**config.mk**
```make
export PLATFORM = sky130hd
export DESIGN_NAME = dio_cos_ctrl
export DESIGN_NICKNAME = d
export VERILOG_FILES = /design/src/rtl/dio_cos_pkg.sv /design/src/rtl/dio_sync.sv /design/src/rtl/dio_cos_detect.sv /design/src/rtl/dio_rd_mux.sv /design/src/rtl/dio_cos_ctrl.sv
export SDC_FILE = /design/constraint.sdc
export NUM_CORES = 1
export LEC_CHECK = 0
export BUFFER_PORTS_ARGS = -buffer_cell sky130_fd_sc_hd__buf_2
export CORE_ASPECT_RATIO = 1.25
export CORE_MARGIN = 2
export CORE_UTILIZATION = 45
export CTS_CLUSTER_SIZE = 16
export DETAILED_ROUTE_END_ITERATION = 6
export PLACE_DENSITY = 0.68
export SLEW_MARGIN = 0
export SYNTH_ARGS = -nofsm -noshare
export SYNTH_HDL_FRONTEND = slang
export SYNTH_HIERARCHICAL = 1
export SYNTH_SLANG_ARGS = --single-unit
```
**constraint.sdc**
```tcl
create_clock -name clk -period 3.8 [get_ports clk]
set_input_delay 0.19 -clock clk [delete_from_list [all_inputs] [get_ports clk]]
set_output_delay 0.19 -clock clk [all_outputs]
set_load 0.01 [all_outputs]
```
**src/rtl/dio_cos_pkg.sv**
```systemverilog
package dio_cos_pkg;
    localparam int BYTE_W      = 8;
    localparam int N_FET_BYTES = 3;
    localparam int N_ISO_BYTES = 3;
    localparam int N_BANKS     = N_ISO_BYTES + 1;
    localparam int FET_W       = N_FET_BYTES * BYTE_W;
    localparam int ISO_W       = N_ISO_BYTES * BYTE_W;
    localparam int COS_W       = N_BANKS * BYTE_W;
    localparam int EN_W        = 2 * N_BANKS;

    localparam logic [3:0] A_FET0    = 4'd0;
    localparam logic [3:0] A_LVL_OUT = 4'd3;
    localparam logic [3:0] A_ISO0    = 4'd4;
    localparam logic [3:0] A_LVL_IN  = 4'd7;
    localparam logic [3:0] A_COS0    = 4'd8;
    localparam logic [3:0] A_CTL     = 4'd12;
    localparam logic [3:0] A_RSVD    = 4'd13;
    localparam logic [3:0] A_COS_EN  = 4'd14;
    localparam logic [3:0] A_RESET   = 4'd15;

    localparam int CTL_MODE_BIT = 1;

    typedef struct packed {
        logic [N_FET_BYTES-1:0][BYTE_W-1:0] fet;
        logic [BYTE_W-1:0]                  lvl;
        logic                               mode;
        logic [EN_W-1:0]                    en;
    } regs_t;
endpackage

```
**src/rtl/dio_sync.sv**
```systemverilog
module dio_sync #(
    parameter int W      = 8,
    parameter int STAGES = 2
) (
    input  logic         clk,
    input  logic         rst_n,
    input  logic [W-1:0] d,
    output logic [W-1:0] q
);
    logic [STAGES-1:0][W-1:0] stg_d, stg_q;

    always_comb begin
        stg_d[0] = d;
        for (int i = 1; i < STAGES; i++) begin
            stg_d[i] = stg_q[i-1];
        end
    end

    always_ff @(posedge clk or negedge rst_n) begin
        if (!rst_n) stg_q <= '0;
        else        stg_q <= stg_d;
    end

    assign q = stg_q[STAGES-1];
endmodule

```
**src/rtl/dio_cos_detect.sv**
```systemverilog
module dio_cos_detect #(
    parameter int BANKS = 4,
    parameter int BW    = 8
) (
    input  logic               clk,
    input  logic               rst_n,
    input  logic [BANKS*BW-1:0] smp,
    input  logic [BANKS-1:0]   rise_en,
    input  logic [BANKS-1:0]   fall_en,
    input  logic [BANKS*BW-1:0] clr,
    input  logic               flush,
    output logic [BANKS*BW-1:0] status,
    output logic               any_set
);
    localparam int W = BANKS * BW;

    typedef struct packed {
        logic [W-1:0] prev;
        logic [W-1:0] st;
    } cos_t;

    cos_t         cos_d, cos_q;
    logic [W-1:0] hit;

    for (genvar b = 0; b < BANKS; b++) begin : g_bank
        assign hit[b*BW +: BW] =
              ({BW{rise_en[b]}} &  smp[b*BW +: BW] & ~cos_q.prev[b*BW +: BW])
            | ({BW{fall_en[b]}} & ~smp[b*BW +: BW] &  cos_q.prev[b*BW +: BW]);
    end

    always_comb begin
        cos_d.prev = smp;
        if (flush) cos_d.st = '0;
        else       cos_d.st = (cos_q.st & ~clr) | hit;
    end

    always_ff @(posedge clk or negedge rst_n) begin
        if (!rst_n) cos_q <= '0;
        else        cos_q <= cos_d;
    end

    assign status  = cos_q.st;
    assign any_set = |cos_q.st;
endmodule

```
**src/rtl/dio_rd_mux.sv**
```systemverilog
module dio_rd_mux
    import dio_cos_pkg::*;
(
    input  logic [3:0]        addr,
    input  regs_t             regs,
    input  logic [ISO_W-1:0]  iso_s,
    input  logic [BYTE_W-1:0] lvl_s,
    input  logic [COS_W-1:0]  status,
    input  logic              irq,
    output logic [BYTE_W-1:0] rdata
);
    always_comb begin
        rdata = '0;
        case (addr)
            4'd0:     rdata = regs.fet[0];
            4'd1:     rdata = regs.fet[1];
            4'd2:     rdata = regs.fet[2];
            A_LVL_OUT: rdata = regs.lvl;
            4'd4:     rdata = iso_s[7:0];
            4'd5:     rdata = iso_s[15:8];
            4'd6:     rdata = iso_s[23:16];
            A_LVL_IN: rdata = lvl_s;
            4'd8:     rdata = status[7:0];
            4'd9:     rdata = status[15:8];
            4'd10:    rdata = status[23:16];
            4'd11:    rdata = status[31:24];
            A_CTL:    rdata[CTL_MODE_BIT] = regs.mode;
            A_COS_EN: rdata = regs.en;
            A_RESET:  rdata[0] = irq;
            default:  rdata = '0;
        endcase
    end
endmodule

```
**src/rtl/dio_cos_ctrl.sv**
```systemverilog
module dio_cos_ctrl
    import dio_cos_pkg::*;
#(
    parameter int SYNC_STAGES = 2
) (
    input  logic              clk,
    input  logic              rst_n,
    input  logic [3:0]        bus_addr,
    input  logic              bus_wen,
    input  logic [7:0]        bus_wdata,
    output logic [7:0]        bus_rdata,
    input  logic              word_wen,
    input  logic [31:0]       word_wdata,
    output logic [31:0]       word_rdata,
    output logic [23:0]       out_lines,
    input  logic [23:0]       iso_in,
    input  logic [7:0]        lvl_in,
    output logic [7:0]        lvl_out,
    output logic              lvl_oe,
    output logic              irq
);
    regs_t             regs_d, regs_q;
    logic [COS_W-1:0]  clr_mask;
    logic              soft_rst;
    logic [COS_W-1:0]  smp;
    logic [COS_W-1:0]  status;
    logic              any_set;
    logic [EN_W-1:0]   cos_en_now;

    always_comb begin
        regs_d   = regs_q;
        clr_mask = '0;
        soft_rst = 1'b0;
        if (bus_wen) begin
            for (int b = 0; b < N_FET_BYTES; b++) begin
                if (bus_addr == A_FET0 + 4'(b)) regs_d.fet[b] = bus_wdata;
            end
            for (int k = 0; k < N_BANKS; k++) begin
                if (bus_addr == A_COS0 + 4'(k)) clr_mask[k*BYTE_W +: BYTE_W] = bus_wdata;
            end
            if (bus_addr == A_LVL_OUT) regs_d.lvl  = bus_wdata;
            if (bus_addr == A_CTL)     regs_d.mode = bus_wdata[CTL_MODE_BIT];
            if (bus_addr == A_COS_EN)  regs_d.en   = bus_wdata;
            if (bus_addr == A_RESET) begin
                soft_rst = 1'b1;
                regs_d   = '0;
            end
        end
        if (word_wen) clr_mask = clr_mask | word_wdata;
    end

    always_ff @(posedge clk or negedge rst_n) begin
        if (!rst_n) regs_q <= '0;
        else        regs_q <= regs_d;
    end

    dio_sync #(.W(COS_W), .STAGES(SYNC_STAGES)) u_sync (
        .clk   (clk),
        .rst_n (rst_n),
        .d     ({lvl_in, iso_in}),
        .q     (smp)
    );

    dio_cos_detect #(.BANKS(N_BANKS), .BW(BYTE_W)) u_cos (
        .clk     (clk),
        .rst_n   (rst_n),
        .smp     (smp),
        .rise_en (regs_q.en[N_BANKS-1:0]),
        .fall_en (regs_q.en[EN_W-1:N_BANKS]),
        .clr     (clr_mask),
        .flush   (soft_rst),
        .status  (status),
        .any_set (any_set)
    );

    dio_rd_mux u_rd (
        .addr   (bus_addr),
        .regs   (regs_q),
        .iso_s  (smp[ISO_W-1:0]),
        .lvl_s  (smp[COS_W-1:ISO_W]),
        .status (status),
        .irq    (any_set),
        .rdata  (bus_rdata)
    );

    assign cos_en_now = regs_q.en;
    assign word_rdata = status;
    assign out_lines  = regs_q.fet;
    assign lvl_out    = regs_q.lvl;
    assign lvl_oe     = regs_q.mode;
    assign irq        = any_set;
endmodule

```
Word-level counts from Yosys, hierarchy flattened
Index checks and enable logic that the tools add are counted.
Word-level totals
  word-level logic and storage cells: 89
  register bits after elaboration: 169
  output and inout bits: 74
  input bits: 80
Operators by class
  equal/unequal tests: 14
  mux-type cells: 19
  reduce and logical (&&, ||, !) cells: 14
  bitwise logic cells: 32
Operators by type and width (number)
  $and A8 B8 Y8: 16
  $mux W32: 3
  $pmux W6 S13: 1
  $mux W8: 9
  $not A8 Y8: 8
  $or A32 B32 Y32: 2
  $mux W41: 1
  $and A32 B32 Y32: 1
  $not A32 Y32: 1
  $or A8 B8 Y8: 4
  $reduce_or A32 Y1: 1
  $eq A4 B4 Y1 const B: 7
  $pmux W1 S14: 2
  $eq A4 B3 Y1 const B: 4
  $reduce_and A2 Y1: 6
  $reduce_bool A2 Y1: 6
  $eq A4 B2 Y1 const B: 2
  $eq A4 B1 Y1 const B: 1
  $logic_not A4 Y1: 1
  $mux W1: 3

Logic depth before layout (Yosys ltp)
Gate-level depths: netlist (run 1).
  word-level depth: 9
  gate-level depth with buffers: 7
  depth with buffers taken out: 7

By module
The synthesis (run 1) kept the hierarchy.
Modules (own cells, without submodules)
  dio_cos_detect: sequential area each 1601.5 µm², cells each 250, times used 1, area an instance 2852.7 µm²
  dio_cos_ctrl: sequential area each 1026.0 µm², cells each 198, times used 1, area an instance 2088.3 µm²
  dio_sync: sequential area each 1601.5 µm², cells each 64, times used 1, area an instance 1601.5 µm²
  dio_rd_mux: sequential area each 0.0 µm², cells each 151, times used 1, area an instance 1093.5 µm²

Worst setup path before layout (run 1)
OpenSTA, ideal clock, no wires.
  path type: register to output
  start point: register u_cos.cos_q, in the netlist u_cos/status[4]
  end point: output bus_rdata[0]
  path buffers: 0
  cell stages (with the launch flop): 8
  data required time: 3.610 ns
  data arrival time: 1.800 ns
  path slack: 1.810 ns
  cell sequence: dfrtp_1 nor4_1 nand4_1 or2_1 and3_1 a21oi_1 o22ai_1 or4_1
Between the ends
  longest elaborated chain between the ends: 2
Ends and longest elaborated chain
  start, declared: RTL line dio_cos_detect.sv:22  | cos_t cos_d, cos_q;
  start signal, assigned: RTL line dio_cos_detect.sv:39  | else cos_q <= cos_d;
  $reduce_or A32 Y1: RTL line dio_cos_detect.sv:43  | assign any_set = |cos_q.st;
  net irq: RTL line dio_cos_ctrl.sv:20  | output logic irq
  $pmux W1 S14: RTL line dio_rd_mux.sv:14  | case (addr)
  end, declared: RTL line dio_cos_ctrl.sv:11  | output logic [7:0] bus_rdata,
The timed path passes the listed nets, and every way through them passes these cells.

Worst setup path in the final report (run 1)
  start point: register u_cos.cos_q, in the netlist u_cos/status[25]
  end point: output bus_rdata[0]
Between the ends
  longest elaborated chain between the ends: 2
Ends and longest elaborated chain (RTL line)
  $reduce_or A32 Y1: dio_cos_detect.sv:43
  $pmux W1 S14: dio_rd_mux.sv:14
No other way between the ends.

==> results of run 1 <==
-- worst min-delay path: cells and delay by family --
kind,cells,cell delay (ns)
simple gates,2,0.13
compound gates,2,0.12
buf+inv,1,0.08
-- cells in the mapped netlist, types with 7 or more instances --
library cell | instances | area share
nor4_1 | 7 | 0.0057
buf_4 | 33 | 0.032
nand3_1 | 7 | 0.0046
and2_1 | 11 | 0.0090
buf_2 | 20 | 0.013
a22oi_1 | 7 | 0.0069
nand3b_1 | 59 | 0.058
clkbuf_1 | 13 | 0.0064
mux2_2 | 48 | 0.071
and3_1 | 7 | 0.0057
nor2_1 | 8 | 0.0039
a31oi_1 | 32 | 0.026
a22o_1 | 9 | 0.010
mux2i_1 | 8 | 0.010
nand2_1 | 62 | 0.030
dfrtp_1 | 169 | 0.55
nor2b_1 | 12 | 0.0098
a21oi_1 | 8 | 0.0052
o21ai_0 | 41 | 0.027
nand2b_1 | 31 | 0.025
-- timing repair --
item                       in CTS  in global routing
setup endpoints to repair       0                  0
hold endpoints to repair      137                  0
hold buffers                   33                  0
-- cells in the final DEF (no fill, tap or decap), types with 4 or more instances in the layout --
master / instances
dfrtp_1: 169
buf_2: 152
nand2_1: 62
nand3b_1: 59
mux2_2: 48
o21ai_0: 41
dlygate4sd3_1: 33
a31oi_1: 32
nand2b_1: 31
clkbuf_16: 17
nor2b_1: 12
and2_1: 11
a22o_1: 9
a21oi_1: 8
mux2i_1: 8
nand3_1: 7
nor4_1: 7
nor2_1: 7
a22oi_1: 7
and3_1: 7
nand4_1: 5
o22a_1: 5
a32o_1: 5
nor3_1: 4
-- layout make-up --
type,count,area (um^2)
Clock buffer,20,447
Multi-Input combinational cell,422,2980
Inverter,3,11.3
Timing Repair Buffer,189,1140
Clock inverter,10,120
Fill cell,1489,7520
Sequential cell,169,4230
Tap cell,220,275
-- worst min path at each step --
stage | from | endpoint | slack, ns | cells past startpoint
floorplan | rst_n | cos_en_now[0] | -0.11 | 0
global placement | iso_in[21] | u_sync/stg_d[53] | 0.30 | 1
detailed placement | iso_in[22] | u_sync/stg_d[54] | 0.30 | 1
CTS | word_wdata[5] | u_cos/status[5] | 0.13 | 5
global route | word_wdata[24] | u_cos/status[24] | 0.16 | 5
finish | word_wdata[5] | u_cos/status[5] | 0.13 | 5
-- state kept, by name (all words and copies together) (netlist names) --
signal	cells
u_sync/q	32
out_lines	24
u_cos/status	32
u_cos/cos_q	32
lvl_out	8
cos_en_now	8
u_sync/stg_d	32
lvl_oe	1
-- power by group through the flow --
stage / registers [mW] / logic, mW / clock network [mW]
finish: 2.45 / 0.953 / 1.70
global route: 2.47 / 1.03 / 1.80
CTS: 2.44 / 0.951 / 1.73
detailed placement: 2.47 / 0.922 / 0
global placement: 2.47 / 0.909 / 0
floorplan: 2.27 / 0.679 / 0
-- metal layers --
| metal | global-route usage | wire length, um |
|---|---|---|
| met4 | 0.160 | 1380 |
| met2 | 0.451 | 12000 |
| met1 | 0.355 | 9910 |
| met3 | 0.0575 | 1670 |
| met5 | 0 | 0 |
-- per-stage QoR --
stage | util | setup slack (ns) | hold WS, ns | std cells | instance area [um^2]
final | 0.550 | 0.735 | 0.132 | 1033 | 9200
after global routing | 0.550 | 0.658 | 0.161 | 1033 | 9200
after CTS | 0.550 | 0.784 | 0.126 | 1033 | 9200
after detailed placement | 0.497 | 1.26 | 0.299 | 970 | 8300
after global placement | 0.497 | 1.18 | 0.298 | 970 | 8300
after floorplan | - | 1.81 | -0.106 | 663 | 7640
-- logic make-up after synthesis --
| kind of cell | synth area share |
|---|---|
| simple gates | 0.183 |
| flops | 0.554 |
| compound gates | 0.117 |
| buf+inv | 0.0569 |
| mux | 0.0891 |
==> impl_metrics.json, run 1 <==
{
  "timing.rr.end": "u_cos/status[23]",
  "timing.final.crit_share": 0.806,
  "grt_overflow_total": 0,
  "rows": 53,
  "tns_ns": 0,
  "endpoint": "bus_rdata[0]",
  "rsz0062_at_grt": "false",
  "grt_pass1_wl_um": 36700,
  "cp-end-kind": "primary output",
  "grt_pass1_vias": 6067,
  "synth_seq_cells": 169,
  "antenna_found_initial": 0,
  "syn_inst": 663,
  "first_pass_iters": 5,
  "initialDrtViolationCount": 534,
  "core-area_um2": 16700,
  "worstRegToRegCells": 3,
  "async_flop_share": 1.00,
  "ys.flop_type": "dfrtp_1",
  "cp.depth": 8,
  "place_hpwl_um": 18100,
  "nets": 882,
  "reg2reg_slack_ns": 2.58,
  "die_area_um2": 18000,
  "reg2reg_from": "cos_en_now[2]",
  "drt-total-wl_um": 24900,
  "groute.usage.overall": 0.281,
  "power.density_nw_per_um2": 554,
  "slew_headroom": 0.361,
  "place.gp.congestion": 0.958,
  "syn-num-nets": 743,
  "cp_data_arrival_time_ns": 2.87,
  "antennaDiodeCount": 0,
  "synth_edf_count": 0,
  "postCtsResizedCells": 0,
  "setup_viol_count_final": 0,
  "p_int_mw": 3.49,
  "power_frac_seq": 0.480,
  "crit_chain": "nor4_1 -> nand4_1 -> or2_1 -> and3_1 -> a21oi_1 -> o22ai_1 -> or4_1 -> buf_2",
  "drive_gt1_frac": 0.299,
  "cp-start-kind": "register",
  "root_buffer": "clkbuf_16",
  "drcViolationCount": 0,
  "ant_nets": 0,
  "holdCritPathClass": "input port to register",
  "power_leakage_nw": 4.03,
  "hold_viol_final": 0,
  "syn_area_per_cell_um2": 11.5,
  "critical-path-slowest-cell": "nor4_1",
  "clock_path_buffers": 2,
  "synth_area_um2": 7640,
  "critPathMaxFanout": 4,
  "max_stage_delay_ns": 0.50,
  "io_buffers": 153,
  "cap_violations": 0,
  "power_mw": 5.10,
  "grt_max_degree": 107,
  "cts_sinks": 169,
  "critPathKind": "register to primary output",
  "combinationalPowerShare": 0.187,
  "post-route-min-period_ns": 3.06,
  "yosysUniqueCellTypes": 58,
  "vias": 6077,
  "die_h_um": 150,
  "path_delay_family": "simple AND/OR/NAND/NOR gates",
  "power_frac_clock": 0.333,
  "ys_warn_count": 6,
  "ir_drop_v": 0.000282,
  "via_per_inst": 5.88,
  "seq_area_frac_synth": 0.554,
  "critPathBufInv": 1,
  "maxSlewViolCount": 0,
  "switchingPower_mw": 1.60,
  "cp.required_ns": 3.61,
  "clk_pin_slew_ns": 0.07,
  "cts_tree": "built",
  "outcome": "finished clean",
  "skew_ns": 0.00684,
  "h-tree-depth": 4,
  "p_sw_frac": 0.315,
  "postCtsSetupBuffers": 0,
  "cp-startpoint": "u_cos/status[25]",
  "syn_to_final_growth_pct": 20.4,
  "tightest_slew_ns": 0.958,
  "die_x_um": 121,
  "wl_per_cell_um": 24.1,
  "insertion_delay_ns": 0.43,
  "cts_inserted_buffers": 17,
  "ios": 154,
  "initial_core_util": 0.457,
  "fmax_mhz": 326
}
Note: power is estimated with default switching activity, not from simulation.
==> run 2, diff against run 1 <==
- clock period: 3.8 -> 2.96 ns (I/O delays scaled with it)
==> run 2 against run 1 <==
Against the previous run:
- first-iteration DRC count shrank 13%
- critical path depth is the same
- worst setup slack lost 0.65 ns
- critical endpoint unchanged
- largest power group unchanged
- highest routed layer unchanged
==> impl_metrics.json, run 2 (synthesis results as in run 1) <==
{
  "outcome": "finished clean",
  "tightest_slew_ns": 0.735,
  "rows": 53,
  "maxSlewViolCount": 0,
  "power_leakage_nw": 4.09,
  "grt_overflow_total": 0,
  "wl_per_cell_um": 24.2,
  "hold_viol_final": 0,
  "power_mw": 6.63,
  "finalWorstSetupSlack_ns": 0.0870,
  "cts_inserted_buffers": 17,
  "tns_ns": 0,
  "cts_sinks": 169,
  "critical-path-slowest-cell": "dfrtp_1",
  "critPathMaxFanout": 4,
  "drive_gt1_frac": 0.312,
  "io_buffers": 153,
  "initialDrtViolationCount": 464,
  "post-route-min-period_ns": 2.87,
  "h-tree-depth": 4,
  "rsz0062_at_grt": "false",
  "cts_tree": "built",
  "postCtsSetupBuffers": 0,
  "min_path_cells": 5,
  "power.density_nw_per_um2": 712,
  "cp-end-kind": "primary output",
  "fin_area_um2": 9310,
  "drcViolationCount": 0,
  "ios": 154,
  "cp_data_arrival_time_ns": 2.72,
  "ir_drop_v": 0.000409,
  "clk_pin_slew_ns": 0.07,
  "drt-total-wl_um": 25300,
  "final_common_cell": "dfrtp_1",
  "reg2reg_slack_ns": 1.70,
  "slew_headroom": 0.510,
  "place.gp.congestion": 1.01,
  "nets": 893,
  "fin_cells": 1045,
  "core-area_um2": 16700,
  "place_hpwl_um": 18800,
  "die_area_um2": 18000,
  "clock_path_buffers": 2,
  "worstRegToRegCells": 3,
  "holdCritPathClass": "input port to register",
  "dpl_worst_slack_ns": 0.607,
  "initial_core_util": 0.457,
  "insertion_delay_ns": 0.43,
  "ant_nets": 0,
  "grt_max_degree": 58,
  "antenna_found_initial": 0,
  "via_per_inst": 5.82,
  "die_h_um": 150,
  "cp-start-kind": "register",
  "whs_ns": 0.0980,
  "die_x_um": 121,
  "antennaDiodeCount": 0,
  "cp.required_ns": 2.81,
  "postCtsResizedCells": 0,
  "root_buffer": "clkbuf_16",
  "most-common-layout-cells": "169 x dfrtp_1, 152 x buf_2, 62 x nand2_1, 59 x nand3b_1, 48 x mux2_2",
  "groute.usage.overall": 0.288,
  "syn_to_final_growth_pct": 21.9,
  "skew_ns": 0.0100,
  "crit_chain": "nor4_1 -> nand4_1 -> or2_1 -> and3_1 -> a21oi_1 -> o22ai_1 -> or4_1 -> buf_2",
  "grt_pass1_wl_um": 37900,
  "timing.final.crit_share": 0.971,
  "grt_pass1_vias": 6152,
  "max_stage_delay_ns": 0.50,
  "utilization": 0.557,
  "fmax_mhz": 348,
  "first_pass_iters": 5,
  "vias": 6086,
  "placed_area_um2": 8380,
  "setup_viol_count_final": 0,
  "critPathKind": "register to primary output",
  "dp_cells": 981,
  "cts_hold_buffers": 33,
  "cap_violations": 0
}
==> run 2: cell types whose count changed in the layout (fill, tap and decap cells not counted), sizes merged <==
cell    previous run  this run
buf              156       167
clkinv             4         2
clkbuf            20        18
inv                5        10
==> run 2: critical path: cells and delay by family, from the launching register on <==
kind	cells	cell delay, ns
flops	1	0.50
buf+inv	1	0.16
compound gates	2	0.20
simple gates	5	1.42
==> run 2: final cells by class <==
cell class | instances | area (um^2)
fillers | 1495 | 7410
flip-flops and latches | 169 | 4230
multi-input cells | 422 | 2980
repair buffers | 200 | 1220
clock buffers | 18 | 439
well taps | 220 | 275
clock inverters | 13 | 155
inverters | 3 | 11.3
==> run 2: path summary, 6_finish.rpt <==
path | startpoint | end
worst max-delay path | u_cos/status[19] | bus_rdata[0]
min in group asynchronous | rst_n | u_sync/stg_d[37]
worst max register to register | cos_en_now[2] | u_cos/status[23]
max in group asynchronous | rst_n | lvl_out[0]
worst min register to register | u_sync/stg_d[50] | u_sync/q[18]
worst min-delay path | word_wdata[21] | u_cos/status[21]
==> run 2: report_power, final <==
group | internal [mW] | switching [mW] | leakage (nW)
sequential | 2.63 | 0.450 | 2.00
clock | 1.28 | 0.967 | 0.288
combinational | 0.603 | 0.691 | 1.80
total | 4.52 | 2.11 | 4.09
==> run 2: layer usage <==
layer / global-route usage / vias to the layer above / routed length (um)
li1: - / 2675 / -
met1: 0.373 / 3104 / 10400
met2: 0.466 / 252 / 12200
met3: 0.0587 / 55 / 1510
met4: 0.134 / 0 / 1140
met5: 0 / - / 0
